==> config.mk <==
export PLATFORM = sky130hd
export DESIGN_NAME = cfg_pattern_loader
export DESIGN_NICKNAME = d
export VERILOG_FILES = /design/src/rtl/cfg_pattern_loader.sv
export SDC_FILE = /design/constraint.sdc
export NUM_CORES = 1
export LEC_CHECK = 0
export BUFFER_PORTS_ARGS = -buffer_cell sky130_fd_sc_hd__buf_2
export CAP_MARGIN = 10
export CORE_MARGIN = 4
export CORE_UTILIZATION = 60
export CTS_BUF_LIST = sky130_fd_sc_hd__clkbuf_4 sky130_fd_sc_hd__clkbuf_8
export CTS_CLUSTER_SIZE = 25
export DETAILED_ROUTE_END_ITERATION = 16
export PLACE_DENSITY_LB_ADDON = 0.05
export SLEW_MARGIN = 20
export SYNTH_ARGS = -nofsm -noshare
export SYNTH_HDL_FRONTEND = slang
export SYNTH_SLANG_ARGS = --single-unit
==> constraint.sdc <==
create_clock -name clk -period 2.2 [get_ports clk]
set_clock_uncertainty 0.1 [all_clocks]
set_input_delay 0 -clock clk [delete_from_list [all_inputs] [get_ports clk]]
set_output_delay 0 -clock clk [all_outputs]
set_load 0.05 [all_outputs]
==> src/rtl/cfg_pattern_loader.sv <==
module cfg_pattern_loader #(
  parameter int W             = 16,
  parameter int COMMIT_CYCLES = 12,
  parameter int INIT_CYCLES   = 40
) (
  input  logic         clk,
  input  logic         rst_n,
  input  logic         shift_en,
  input  logic         shift_din,
  input  logic         commit_req,
  input  logic         init_req,
  output logic         busy,
  output logic         done,
  output logic         active_valid,
  output logic [W-1:0] active_pat
);

  localparam int MAXC = (COMMIT_CYCLES > INIT_CYCLES) ? COMMIT_CYCLES : INIT_CYCLES;
  localparam int CW   = $clog2(MAXC + 1);

  typedef enum logic [1:0] {OP_IDLE, OP_PROG, OP_LOAD} op_t;

  op_t           op;
  logic [CW-1:0] cnt;
  logic [W-1:0]  sreg, snap, store, act_q;
  logic          valid_q, done_q;

  wire idle   = (op == OP_IDLE);
  wire finish = !idle && (cnt == '0);

  always_ff @(posedge clk or negedge rst_n) begin
    if (!rst_n) begin
      op      <= OP_IDLE;
      cnt     <= '0;
      sreg    <= '0;
      snap    <= '0;
      store   <= '0;
      act_q   <= '0;
      valid_q <= 1'b0;
      done_q  <= 1'b0;
    end else begin
      if (shift_en) sreg <= {sreg[W-2:0], shift_din};
      done_q <= finish;
      if (idle) begin
        if (commit_req) begin
          snap <= sreg;
          op   <= OP_PROG;
          cnt  <= CW'(COMMIT_CYCLES - 1);
        end else if (init_req) begin
          op  <= OP_LOAD;
          cnt <= CW'(INIT_CYCLES - 1);
        end
      end else if (finish) begin
        op <= OP_IDLE;
        if (op == OP_PROG) begin
          store <= snap;
        end else begin
          act_q   <= store;
          valid_q <= 1'b1;
        end
      end else begin
        cnt <= cnt - 1'b1;
      end
    end
  end

  assign busy         = !idle;
  assign done         = done_q;
  assign active_valid = valid_q;
  assign active_pat   = act_q;

endmodule

==> metrics, run 1 <==
worst slew pin tran=0.483 ns; Post-CTS Setup Bufs=0; Area Growth Syn to Fin=15.6%; Min Hold Slack=0.0999 ns; commonest non-fill, non-tap cell in the layout=dfrtp_1; cell row count=25; Vias/cell=5.44; worst-path fanout max=17; share of layout cells above drive strength 1=0.496; multi-input combinational cell area=1060 sq um; fillcell total=314; number of diodes=0; Routed WL per cell=15.4 microns; clk_lat worst skew=0.33 ns; status=complete, no violations; largest area contributor in the netlist=dfrtp_1; RSZ-0062 raised after global routing=no; final setup margin=0.137 ns; period utilisation layout=0.938; CP Launch Type=flip-flop; Synthesis Warnings=0; hpwl dp=3.08 mm; syn avg cell area=16.1 sq um; clock buffer depth=2; pin count of the biggest net entering global routing=42; crit-path cells=inv_1 > ha_1 > nor3b_4 > nand3_4 > mux2_2; Final Hold Violating Endpoints=0; fin nets=231; max-slew violations=0; FF/Latch Area=1850 sq um; initial antenna violation count=0; Place WS=0.138 ns; buffers and inverters on the worst path=1; GRT overflow=0; Horiz. Die Dim=78.4 microns; vias in the first global route=1,646; required time worst endpoint=2.31 ns; Worst EP arrival=2.17 ns; xor and xnor area share after synthesis=0; drt pass-1 iters=4; post-synth cell types=37; Max stage delay on crit path=0.43 ns; max cap viols=0; Synth Area in Compound Gates=0.0416; total track usage=0.170; Adder-Cell Fraction of Synth Area=0.00841; Initial DRC Count=89; Syn Inst Count=185; CTS Sinks=74; fin area=3440 sq um; most frequent cells in the layout=74 x dfrtp_1, 54 x mux2_2, 24 x buf_2; post-synthesis mux area share=0.258; Die Y=78.4 microns; TritonCTS clock tree=built; top cells by area, synth=dfrtp_1 62%, mux2_2 20%, mux2_4 5.0%; Hold Crit Depth=2; Root Driver=clkbuf_8; ys async rst share=1.00; Worst-path clk slew=0.07 ns; DRC=0; core box area=4750 sq um; GP Congestion=0.847; setup TNS=0 ns; Pwr Density=1420 nW/um^2; placed instance area=3170 sq um; Vias=1,606; WP depth=5; I/O pins=25; min Tclk post-route=2.06 ns; final setup fails=0; critical path endpoint category=flip-flop; sequential-to-total area share from yosys stat=0.622; worst reg-to-reg path cell count=5; Yosys top cell area share=0.622; Primary FF master, synth=dfrtp_1; VDD IR max=865 uV; number of CTS-inserted buffers=9; Post-synth EDFFs=0; Simple-Gate Fraction of Synth Area=0.0488; Crit Path Class=flip-flop to flip-flop; initial core utilization=0.626; Port Buffer Count=24; largest family of logic cells by synthesized area=multiplexers; fmax=0.485 GHz; worst min path class=primary input to flip-flop; leakage=1.69 nW; Worst path slowest cell=nor3b_4; syn nets=193; WL final=4.55 mm; die area=6150 sq um; relative slew slack=0.675; post-synthesis cell area=2980 sq um; CTS H-Tree Depth=3; CP top delay family=simple AND/OR/NAND/NOR gates; Design Power=0.00488 W; register bit total from synthesis=74; global-route wire length before repair=8.04 mm; post-route ant nets=0
==> report_power, final <==
group / switching [W] / total [W] / internal, W
sequential: 0.000348 / 0.00224 / 0.00189
combinational: 0.000790 / 0.00149 / 0.000695
clock: 0.000463 / 0.00116 / 0.000696
==> worst register-to-register path: cells and delay by family, from the launching register on <==
family	cells	cell delay, ns
and+or+nand+nor	2	0.76
DFF	1	0.41
muxes	1	0.37
buffers and inverters	1	0.12
adders and majority gates	1	0.18
==> repair_timing <==
action	CTS	global route
hold endpoints to repair	78	0
hold buffers	4	0
gates resized for setup	0	0
==> Yosys cell counts (all sizes together), types with 2 or more instances <==
cell type / number
a22o: 2
buf: 5
dfrtp: 74
ha: 2
inv: 4
mux2: 64
nand3: 2
nor2: 3
nor3: 3
nor3b: 2
o21bai: 3
or4: 2
==> stage by stage <==
step,std cells,utilization
final,295,0.723
after global routing,295,0.723
after floorplan,185,-
after detailed placement,275,0.667
after CTS,295,0.723
after global placement,275,0.667
==> kinds of logic (layout without fill, tap and decap cells) <==
logic type,count (synthesis),in the layout
muxes,65,65
AOI/OAI and AO/OA,16,16
adders and majority gates,2,2
buffers and inverters,10,53
DFF,74,74
and+or+nand+nor,18,18
==> flip-flops by register name (all words and copies together), names as in the netlist <==
signal	flops
cnt	6
sreg	16
snap	16
active_valid	1
done	1
active_pat	16
op	2
store	16
==> final timing paths <==
check	from	to	slack, ns
max	cnt[0]	active_pat[14]	0.14
min	shift_en	sreg[13]	0.1
max reg2reg	cnt[0]	active_pat[14]	0.14
min reg2reg	active_valid	active_valid	0.36
max in group asynchronous	rst_n	store[11]	1.49
min in group asynchronous	rst_n	cnt[4]	0.13
==> final cells by class <==
cell class | count | share of cell area
sequential | 74 | 0.539
multi-input combinational | 101 | 0.309
timing repair buffer | 33 | 0.0575
clock buffer | 12 | 0.0444
tap | 67 | 0.0244
clock inverter | 4 | 0.0218
inverter | 4 | 0.00437
==> routing by layer <==
metal,up-vias,part of all wire,global-route usage
met5,-,0,0
met4,0,0.014,0.0734
met3,6,0.039,0.0390
met2,37,0.48,0.269
met1,807,0.46,0.227
li1,756,-,-
(Power assumes the default switching activity.)
==> run 2, diff against run 1 <==
RECOVER_POWER = 50   (was unset)
==> run 2 against run 1 <==
  * Die area unchanged
  * Global-route usage unchanged
  * Routed wire length about the same
  * Non-clock buffer count stayed put
  * First-iteration DRC count down 1.1%
  * Critical path depth unchanged
  * Setup slack did not move
  * Register-to-register slack is essentially flat
  * Power hardly changed
  * Clock power is essentially flat
  * Core utilization shrank 0.13 points
  * Highest routed layer unchanged
==> metrics, run 2 (synthesis gave the netlist of run 1 again) <==
final setup fails=0 (unchanged); post-route ant nets=0 (unchanged); total track usage=0.170 (unchanged); VDD IR max=865 uV (about the same); worst reg-to-reg path cell count=5 (unchanged); Pwr Density=1420 nW/um^2 (+0.15%); Horiz. Die Dim=78.4 microns (unchanged); worst slew pin tran=0.946 ns (+0.463 ns); Psw=0.00160 W (about the same); die area=6150 sq um (unchanged); setup slack of the most critical reg-to-reg path=0.14 ns (about the same); Hold Crit Depth=2 (unchanged); vias in the first global route=1,646 (unchanged); Critical R2R Launch=cnt[0]; fmax=0.485 GHz (unchanged); Combinational Power Share=0.304 (about the same); max-slew violations=0 (unchanged); drt pass-1 iters=4 (unchanged); Post-CTS Setup Bufs=0 (unchanged); share of layout cells above drive strength 1=0.491 (-0.00439); Die Y=78.4 microns (unchanged); Worst EP arrival=2.17 ns (about the same); worst-path fanout max=17 (unchanged); commonest non-fill, non-tap cell in the layout=dfrtp_1; relative slew slack=0.369 (-0.306); clk_lat worst skew=0.33 ns (about the same); RSZ-0062 raised after global routing=no; clock share of power=0.238 (about the same); CTS H-Tree Depth=3 (unchanged); Initial DRC Count=88 (-1.1%); reg2reg end=active_pat[14]; core box area=4750 sq um (unchanged); worst min path class=primary input to flip-flop; Area Growth Syn to Fin=15.3%; WHS Endpoint=sreg[13]; max cap viols=0 (unchanged); GRT overflow=0 (unchanged); Vias/cell=5.44 (unchanged); Port Buffer Count=24 (unchanged); number of diodes=0 (unchanged); min Tclk post-route=2.06 ns (unchanged); Worst-path clk slew=0.07 ns (about the same); Routed WL per cell=15.4 microns (about the same); start point of the worst hold path=shift_en; Place WS=0.138 ns (unchanged); final setup margin=0.137 ns (unchanged); Crit Path Class=flip-flop to flip-flop; cell row count=25 (unchanged); fin nets=231 (unchanged); initial core utilization=0.626 (unchanged); I/O pins=25 (unchanged); WL final=4.55 mm (about the same); CTS Sinks=74 (unchanged); Internal Power=0.00328 W (about the same); sw frac=0.328 (about the same); initial antenna violation count=0 (unchanged); GP Congestion=0.847 (unchanged); clock buffer depth=2 (unchanged); hpwl dp=3.08 mm (unchanged); CP Launch Type=flip-flop; setup TNS=0 ns (unchanged); critical path endpoint category=flip-flop; GRT busiest layer=met2; met2 GRT Util=0.269 (unchanged); required time worst endpoint=2.31 ns (about the same); number of CTS-inserted buffers=9 (unchanged); period utilisation layout=0.938 (unchanged); leakage=1.69 nW (-0.24%); Root Driver=clkbuf_8; M3 GR Usage=0.0390 (unchanged); most frequent cells in the layout=74 x dfrtp_1, 54 x mux2_2, 23 x buf_2; GR Util met1=0.227 (unchanged); DRC=0 (unchanged); status=complete, no violations; global-route wire length before repair=8.04 mm (unchanged); TritonCTS clock tree=built; Flop pwr share=0.458 (about the same); Final Hold Violating Endpoints=0 (unchanged); Vias=1,606 (unchanged); pin count of the biggest net entering global routing=42 (unchanged); fillcell total=317 (+0.96%)
[run 2: cell types whose count changed in the layout (fill, tap and decap cells not counted)]
cell and delta:
buf_4 -2, clkbuf_2 +2, clkbuf_1 +1, buf_2 -1
[run 2: routing by layer]
metal	share of wire	up-vias
met1	0.46	807
met4	0.014	0
met2	0.48	37
met3	0.039	6
met5	0	-
li1	-	756
[run 2: worst max-delay path, cell delays in order (launching register included)]
cell and delay [ns]:
dfrtp_1 0.41, inv_1 0.12, ha_1 0.17, nor3b_4 0.43, nand3_4 0.33, mux2_2 0.37
[run 2: through the flow]
stage                     std cells  hold slack (ns)  cell area (sq um)  total power [W]  utilization
after floorplan                 185           -0.396               2980          0.00339            -
after global placement          275          -0.0528               3170          0.00367        0.667
after detailed placement        275          -0.0441               3170          0.00376        0.667
after CTS                       295           0.0864               3440          0.00494        0.723
after global routing            295           0.0949               3430          0.00518        0.722
final                           295           0.0999               3430          0.00488        0.722
[run 2: area by class of cell]
cell class	count	area (sq um)	share of cell area
flip-flops and latches	74	1850	0.540
repair buffers	33	191	0.0558
clock inverters	4	75.1	0.0219
well taps	67	83.8	0.0244
clock buffers	12	153	0.0445
inverters	4	15.0	0.00437
multi-input cells	101	1060	0.310
[run 2: repair_timing]
item,4_1_cts,5_1_grt
resized for setup,0,0
hold buffers,4,0
hold endpoints to repair,78,0
[run 2: worst max-delay path by stage]
stage	start	endpoint	slack [ns]	cells after the start
floorplan	cnt[0]	store[10]	0.30	6
global placement	cnt[0]	store[11]	0.25	6
detailed placement	cnt[0]	active_pat[1]	0.14	5
CTS	cnt[0]	active_pat[1]	0.11	5
global route	cnt[0]	active_pat[14]	0.03	5
finish	cnt[0]	active_pat[14]	0.14	5
[run 2: power by group through the flow]
stage / clock network (W) / registers, W / logic [W]
2_1_floorplan: 0 / 0.00249 / 0.000897
3_3_place_gp: 0 / 0.00223 / 0.00144
3_5_place_dp: 0 / 0.00227 / 0.00150
4_1_cts: 0.00119 / 0.00224 / 0.00151
5_1_grt: 0.00127 / 0.00231 / 0.00160
6_report: 0.00116 / 0.00224 / 0.00148
==> run 3, diff against run 2 <==
ABC_AREA = 1   (was unset)
CELL_PAD_IN_SITES_DETAIL_PLACEMENT = 0   (was unset)
CELL_PAD_IN_SITES_GLOBAL_PLACEMENT = 2   (was unset)
CORE_UTILIZATION = 39   (was 60)
TNS_END_PERCENT = 20   (was unset)
==> run 3 against run 2 <==
  * Critical path depth increased by 1
  * Power decreased by 16%
  * Register-to-register slack improved by 0.32 ns
  * Worst hold slack got worse by 0.067 ns
  * Synthesized cell count increased by 65%
==> metrics, run 3 <==
Port Buffer Count=24 (unchanged); Hold Crit Depth=3 (+1); sequential-to-total area share from yosys stat=0.639 (+0.0164); clock share of power=0.320 (+0.082); final setup fails=0 (unchanged); setup TNS=0 ns (unchanged); synth cell count leaders=81 x nand2_1, 74 x dfrtp_1, 68 x o21ai_0; placed instance area=3130 sq um (-1.4%); buffers and inverters on the worst path=2 (+1); Design Power=0.00408 W (-16%); reg2reg end=op[1]; post-route ant nets=0 (unchanged); relative slew slack=0.173 (-0.196); fin area=3410 sq um (-0.58%); syn nets=313 (+62%); worst min path class=primary input to flip-flop; sw frac=0.308 (-0.0203); worst reg-to-reg path cell count=6 (+1); fin nets=344 (+49%); number of diodes=0 (unchanged); met2 wire len=1.88 mm (-14%); fmax=0.572 GHz (+18%); max-slew violations=0 (unchanged); Syn Inst Count=305 (+65%); Root Driver=clkbuf_8; core box area=7250 sq um (+53%); largest area contributor in the netlist=dfrtp_1; Post-synth EDFFs=0 (unchanged); CTS Sinks=74 (unchanged); Psw=0.00126 W (-22%); Crit Path Class=flip-flop to flip-flop; M1 WL=2.89 mm (+37%); global-route wire length before repair=8.87 mm (+10%); clock buffer depth=2 (unchanged); start point of the worst hold path=shift_en; Internal Power=0.00283 W (-14%); post-synth cell types=21 (-43%); register bit total from synthesis=74 (unchanged); Max stage delay on crit path=0.55 ns (+0.12 ns); Die Y=94.2 microns (+20%); CP Launch Type=flip-flop; Pwr Density=1200 nW/um^2 (-16%); Worst EP arrival=1.86 ns (-0.31 ns); clk_lat worst skew=0.33 ns (about the same); ys async rst share=1.00 (unchanged); Horiz. Die Dim=94.2 microns (+20%); pin count of the biggest net entering global routing=34 (-19%); Initial DRC Count=55 (-38%); GRT overflow=0 (unchanged); Area Growth Syn to Fin=17.7%; die area=8880 sq um (+44%); TritonCTS clock tree=built; WHS Endpoint=sreg[0]; setup slack of the most critical reg-to-reg path=0.45 ns (+0.32 ns); number of CTS-inserted buffers=9 (unchanged); total track usage=0.129 (-0.0406); WL final=5.08 mm (+12%); GP Congestion=0.813 (-4.0%); period utilisation layout=0.794 (-0.143); post-synthesis cell area=2900 sq um (-2.6%); drt pass-1 iters=4 (unchanged); WP depth=6 (+1); syn avg cell area=9.51 sq um (-41%); VDD IR max=544 uV (-37%); crit-path cells=inv_1 > ha_1 > nand3_4 > nand2_1 > o21ai_0 > dlygate4sd3_1; Combinational Power Share=0.215 (-0.089); CTS H-Tree Depth=3 (unchanged); Critical R2R Launch=cnt[0]; max cap viols=0 (unchanged); min Tclk post-route=1.75 ns (-0.315 ns); hpwl dp=3.45 mm (+12%); DRC=0 (unchanged); I/O pins=25 (unchanged); required time worst endpoint=2.32 ns (about the same); leakage=1.63 nW (-3.5%); CP top delay family=buffers and inverters; status=complete, no violations; critical path endpoint category=flip-flop; Synthesis Warnings=0 (unchanged); commonest non-fill, non-tap cell in the layout=nand2_1; initial antenna violation count=0 (unchanged); vias in the first global route=1,800 (+9.4%); initial core utilization=0.400 (-0.226); cell with the most instances after synthesis=nand2_1; share of layout cells above drive strength 1=0.129 (-0.362); DR WL met3=217 microns (+22%); Routed WL per cell=11.6 microns (-25%); Yosys top cell area share=0.639 (+0.0164); Vias/cell=4.45 (-18%); Worst path slowest cell=dlygate4sd3_1; most frequent cells in the layout=81 x nand2_1, 74 x dfrtp_1, 68 x o21ai_0; Post-CTS Setup Bufs=0 (unchanged); Final Hold Violating Endpoints=0 (unchanged); worst-path fanout max=5 (-12); Flop pwr share=0.465 (+0.007); RSZ-0062 raised after global routing=no; worst slew pin tran=1.24 ns (+0.294 ns); Vias=1,956 (+22%); cell row count=31 (+24%); Primary FF master, synth=dfrtp_1; top routing layer in use=met4; Worst-path clk slew=0.08 ns (about the same); top cells by area, synth=dfrtp_1 64%, o21ai_0 12%, nand2_1 10%
run 3: cell families after synthesis:
group | share of synthesized area
simple gates | 0.144
compound gates | 0.128
flops | 0.639
buf+inv | 0.0777
fa+ha+maj | 0.00863
xor+xnor | 0.00302
run 3: worst max-delay path by stage:
stage | endpoint | start | slack (ns)
after floorplan | store[10] | cnt[0] | 0.79
after global placement | active_pat[1] | cnt[0] | 0.58
after detailed placement | active_pat[9] | cnt[0] | 0.52
after CTS | op[1] | cnt[0] | 0.45
after global routing | active_pat[14] | cnt[0] | 0.32
final | op[1] | cnt[0] | 0.45
run 3: repair_timing:
| action | in CTS | in global routing |
|---|---|---|
| setup endpoints to repair | 0 | 0 |
| endpoints found under the hold margin | 56 | 0 |
| hold buffers | 4 | 0 |
| resized for setup | 0 | 0 |
run 3: per-stage QoR:
stage | cells | utilization | worst slack, ns | hold WS, ns
after floorplan | 305 | - | 0.788 | -0.396
after global placement | 420 | 0.431 | 0.584 | -0.0982
after detailed placement | 420 | 0.431 | 0.524 | -0.0960
after CTS | 440 | 0.472 | 0.450 | 0.0313
after global routing | 440 | 0.470 | 0.321 | 0.0795
final | 440 | 0.470 | 0.452 | 0.0329
run 3: cell type report:
cell class              count  area (sq um)
clock buffers              12           159
repair buffers             32           193
flip-flops and latches     74          1850
well taps                  99           124
fillers                   724          3840
inverters                  44           165
clock inverters             4          97.6
multi-input cells         175           822
run 3: power groups by stage:
stage,logic (W),registers (W),clock network (W)
finish,0.000879,0.00190,0.00130
global route,0.00105,0.00194,0.00140
CTS,0.000903,0.00190,0.00135
detailed placement,0.000879,0.00192,0
global placement,0.000880,0.00192,0
floorplan,0.000605,0.00194,0
run 3: per-layer routing:
layer,vias to the layer above,GRT usage
met5,-,0
met4,0,0.0578
met3,10,0.0321
met2,32,0.164
met1,894,0.203
li1,1020,-
run 3: tightest hold or removal path: cells and delay by family:
family                 cells  cell delay (ns)
buffers and inverters      1             0.25
AOI/OAI and AO/OA          1             0.06
and+or+nand+nor            1             0.10
